===== src/rtl/preload_divider.sv =====
module preload_divider #(
  parameter int STAGE_W = 4,
  parameter int STAGES  = 2,
  localparam int CW = STAGE_W * STAGES
) (
  input  logic          clk,
  input  logic          rst,
  input  logic          preset,
  input  logic          en,
  input  logic          dn_up,
  input  logic [CW-1:0] modulus,
  output logic          carry_out,
  output logic          sq_out
);

  logic [CW-1:0]   start_val;
  logic [CW-1:0]   cnt;
  logic [STAGES:0] chain_en;
  logic [STAGES-1:0] at_end;
  logic            load;

  assign start_val   = dn_up ? (modulus - CW'(1)) : (~modulus + CW'(1));
  assign chain_en[0] = en;
  assign carry_out   = chain_en[STAGES];
  assign load        = rst | preset | carry_out;

  for (genvar s = 0; s < STAGES; s++) begin : g_stage
    logic [STAGE_W-1:0] q;
    assign at_end[s]     = dn_up ? (q == '0) : (&q);
    assign chain_en[s+1] = chain_en[s] & at_end[s];
    assign cnt[s*STAGE_W +: STAGE_W] = q;

    always_ff @(posedge clk) begin
      if (load)
        q <= start_val[s*STAGE_W +: STAGE_W];
      else if (chain_en[s])
        q <= dn_up ? q - STAGE_W'(1) : q + STAGE_W'(1);
    end
  end

  always_ff @(posedge clk) begin
    if (rst)            sq_out <= 1'b0;
    else if (carry_out) sq_out <= ~sq_out;
  end

  assert_reload_R4: assert property (@(posedge clk) disable iff (rst)
    carry_out |=> cnt == $past(start_val));
  assert_preset_R5: assert property (@(posedge clk) disable iff (rst)
    preset |=> cnt == $past(start_val));
  assert_hold_R6: assert property (@(posedge clk) disable iff (rst)
    (!en && !preset) |=> $stable(cnt) && $stable(sq_out));
  assert_toggle_R7: assert property (@(posedge clk) disable iff (rst)
    carry_out |=> sq_out != $past(sq_out));
  assert_steady_R7: assert property (@(posedge clk) disable iff (rst)
    !carry_out |=> $stable(sq_out));
  assert_idle_R6: assert property (@(posedge clk) disable iff (rst)
    !en |-> !carry_out);

endmodule


===== config.mk =====
export PLATFORM = sky130hd
export DESIGN_NAME = preload_divider
export DESIGN_NICKNAME = d
export VERILOG_FILES = /design/src/rtl/preload_divider.sv
export SDC_FILE = /design/constraint.sdc
export NUM_CORES = 1
export LEC_CHECK = 0
export ABC_AREA = 1
export BUFFER_PORTS_ARGS = -buffer_cell sky130_fd_sc_hd__buf_4
export CAP_MARGIN = 25
export CORE_MARGIN = 8
export CORE_UTILIZATION = 36
export CTS_BUF_LIST = sky130_fd_sc_hd__clkbuf_4 sky130_fd_sc_hd__clkbuf_8
export DETAILED_ROUTE_END_ITERATION = 6
export SLEW_MARGIN = 20
export SYNTH_ARGS = -nofsm -noshare
export SYNTH_HDL_FRONTEND = slang
export SYNTH_SLANG_ARGS = --single-unit

===== constraint.sdc =====
create_clock -name clk -period 2.3 [get_ports clk]
set_clock_uncertainty 0.1 [all_clocks]
set_input_delay 0.115 -clock clk [delete_from_list [all_inputs] [get_ports clk]]
set_output_delay 0.115 -clock clk [all_outputs]
set_load 0.02 [all_outputs]

==> impl_metrics.py <==
metrics = {
    "synthesis": {
        "synth.distinct_cells": 26,
        "yosys.area_share.simple": 0.395,
        "synth_edf_count": 8,
        "ys_warn_count": 0,
        "synth_top_area_frac": 0.242,
        "yosysTopAreaCell": "edfxtp_1",
        "synth_xor_area_frac": 0.114,
        "synth_area_per_cell_sq_um": 7.21,
        "synth-main-ff-cell": "edfxtp_1",
        "yosys-top-cells-count": "nand2_1, nor2_1, inv_1, nand3_1, edfxtp_1",
        "synth_seq_cells": 9,
        "synth.most_common_cell": "nand2_1",
        "synth_compound_area_frac": 0.0289,
        "synthArstFlopShare": 0,
        "synthesis.nets": 159,
        "syn_area_sq_um": 995,
        "netlist_top_cells_area": "edfxtp_1, nand2_1, ha_1",
        "seq_area_frac_synth": 0.262,
        "synthMuxAreaShare": 0,
        "syn_inst": 138,
        "synth_top_family_by_area": "simple AND/OR/NAND/NOR gates",
        "synthAdderAreaFrac": 0.116,
    },
    "global_routing": {
        "grt_max_degree": 14,
        "antenna_found_initial": 0,
        "grt_usage": 0.100,
        "grt-ovfl-total": 0,
        "grt_pass1_vias": 893,
        "grt_pass1_wl_um": 3610,
    },
    "clocking": {
        "cts_max_level": 1,
        "cts_tree": "done",
        "cts-buffers-inserted": 3,
        "postCtsSetupBuffers": 0,
        "hold_buffers": 0,
        "clkTransAtPathRegs_ps": 60,
        "cts_root_buf": "clkbuf_4",
        "cts.sink_count": 9,
        "clock_path_buffers": 2,
        "clk_latency_ps": 260,
        "cts_resized": 0,
    },
    "sta": {
        "worst_pin_slew_ps": 217,
        "max_freq_mhz": 627,
        "slew_violations": 0,
        "relSlewSlack": 0.855,
        "fin_setup_tns_ps": 0,
        "hold_violations": 0,
        "min_period_ps": 1600,
        "rsz0062_at_grt": "false",
        "setup_viol": 0,
        "fin_crit_sh": 0.694,
    },
    "route": {
        "wl_met1_um": 937,
        "num_vias": 888,
        "dr_wl_met2_um": 975,
        "wl_per_cell_um": 11.2,
        "drc": 0,
        "viasPerCell": 4.77,
        "top_layer": "met4",
        "drt-initial-drc-count": 23,
        "routed_wirelength_um": 2080,
        "routed-wl-met3_um": 119,
        "dr.pass1.iters": 4,
        "postRouteAntennaNets": 0,
    },
    "place": {
        "finalWeightedCongestion": 0.761,
        "placed_area_sq_um": 1130,
        "dp_hpwl_um": 1730,
        "port-buffer-count": 14,
    },
    "layout": {
        "diodes": 0,
        "layout-drive-gt1-share": 0.194,
        "nFillCells": 291,
        "areaGrowthSynthToFinish_pct": 16.7,
        "nNetsFinal": 177,
        "final_design_area_no_fill_sq_um": 1160,
    },
    "critical_path": {
        "end_kind": "output pin",
        "worst_ep_arrival_time_ps": 1380,
        "crit_required_ps": 2090,
        "critPathLaunch": "g_stage[0].q[1]",
        "rr_worst_depth": 6,
        "rr_startpoint": "g_stage[1].q[2]",
        "worst-path-max-fanout": 4,
        "setup.worst_path.class": "register to output pin",
        "worst-r2r-setup-slack_ps": 730,
        "start_kind": "register",
    },
    "worst_hold_path": {
        "min_path_type": "input pin to register",
        "holdPathStages": 4,
        "min_from": "rst",
    },
    "floorplanning": {
        "rows": 19,
        "io-pin-count": 15,
        "core-area_sq_um": 2690,
        "die_height_um": 68.6,
        "start_util": 0.370,
        "dieArea_sq_um": 4700,
        "die_w_um": 68.6,
    },
    "pwr": {
        "ir_drop_mv": 0.205,
        "power_frac_clock": 0.224,
        "power-per-cell-area_nw_per_um2": 521,
        "p_leak_nw": 0.577,
        "pwr-share-comb": 0.389,
        "p_switching_w": 0.000211,
        "pwr-share-seq": 0.387,
        "intPower_w": 0.000395,
        "switching_share": 0.348,
    },
    "outcome": {
        "status": "finished clean",
    },
    "run": {
        "max_cap_violations": 0,
    },
}
==> cell families after synthesis <==
| logic type | count (synthesis) |
|---|---|
| and+or+nand+nor | 84 |
| buffers and inverters | 19 |
| DFF | 9 |
| AOI/OAI and AO/OA | 5 |
| xor gates and xnor gates | 13 |
| adders and majority gates | 8 |
==> area by class of cell <==
cell class | count | area (sq um) | area share
sequential | 9 | 260 | 0.224
inverter | 17 | 68.8 | 0.0593
clock buffer | 4 | 30.0 | 0.0259
timing repair buffer | 15 | 113 | 0.0970
multi-input combinational | 110 | 651 | 0.560
tap | 31 | 38.8 | 0.0334
==> flip-flops by register name (all words and copies together) (netlist names) <==
| register | count |
|---|---|
| sq_out | 1 |
| g_stage.q | 8 |
==> through the flow <==
step	util	instances	power (W)	hold WS, ps	setup slack [ps]
6_report	0.432	186	0.000605	4.64	704
5_1_grt	0.432	186	0.000655	19.6	559
4_1_cts	0.432	186	0.000612	2.12	705
3_5_place_dp	0.421	182	0.000475	282	735
3_3_place_gp	0.421	182	0.000469	282	745
2_1_floorplan	-	138	0.000413	159	794
==> layout by cell type, fill, tap and decap left out, types with 4 or more instances in the layout <==
master,Yosys,final
nand2_1,45,45
nor2_1,15,15
buf_4,0,15
inv_1,14,14
nand3_1,12,12
edfxtp_1,8,8
xnor2_1,7,7
xor2_1,6,6
ha_1,6,6
clkbuf_4,0,4
==> critical path, stage by stage (launching register included) <==
cell and delay (ps):
edfxtp_1 420, nor2_1 160, nand2_1 70, nand2_1 60, nand3_1 130, nor2_2 120, buf_4 150
==> per-layer routing <==
metal	up-vias	GRT usage
met5	-	0
met4	0	0.0614
met3	5	0.0226
met2	21	0.175
met1	393	0.107
li1	469	-
==> power groups by stage <==
stage / logic, W / clock network, W / registers (W)
6_report: 0.000235 / 0.000136 / 0.000234
5_1_grt: 0.000268 / 0.000149 / 0.000238
4_1_cts: 0.000238 / 0.000139 / 0.000235
3_5_place_dp: 0.000236 / 0 / 0.000238
3_3_place_gp: 0.000232 / 0 / 0.000237
2_1_floorplan: 0.000179 / 0 / 0.000233
==> worst paths after layout <==
| path | endpoint |
|---|---|
| worst max register to register | g_stage[1].q[3] |
| worst max-delay path | carry_out |
| worst min-delay path | sq_out |
| worst min register to register | sq_out |
Power figures use the tool's default switching activity.
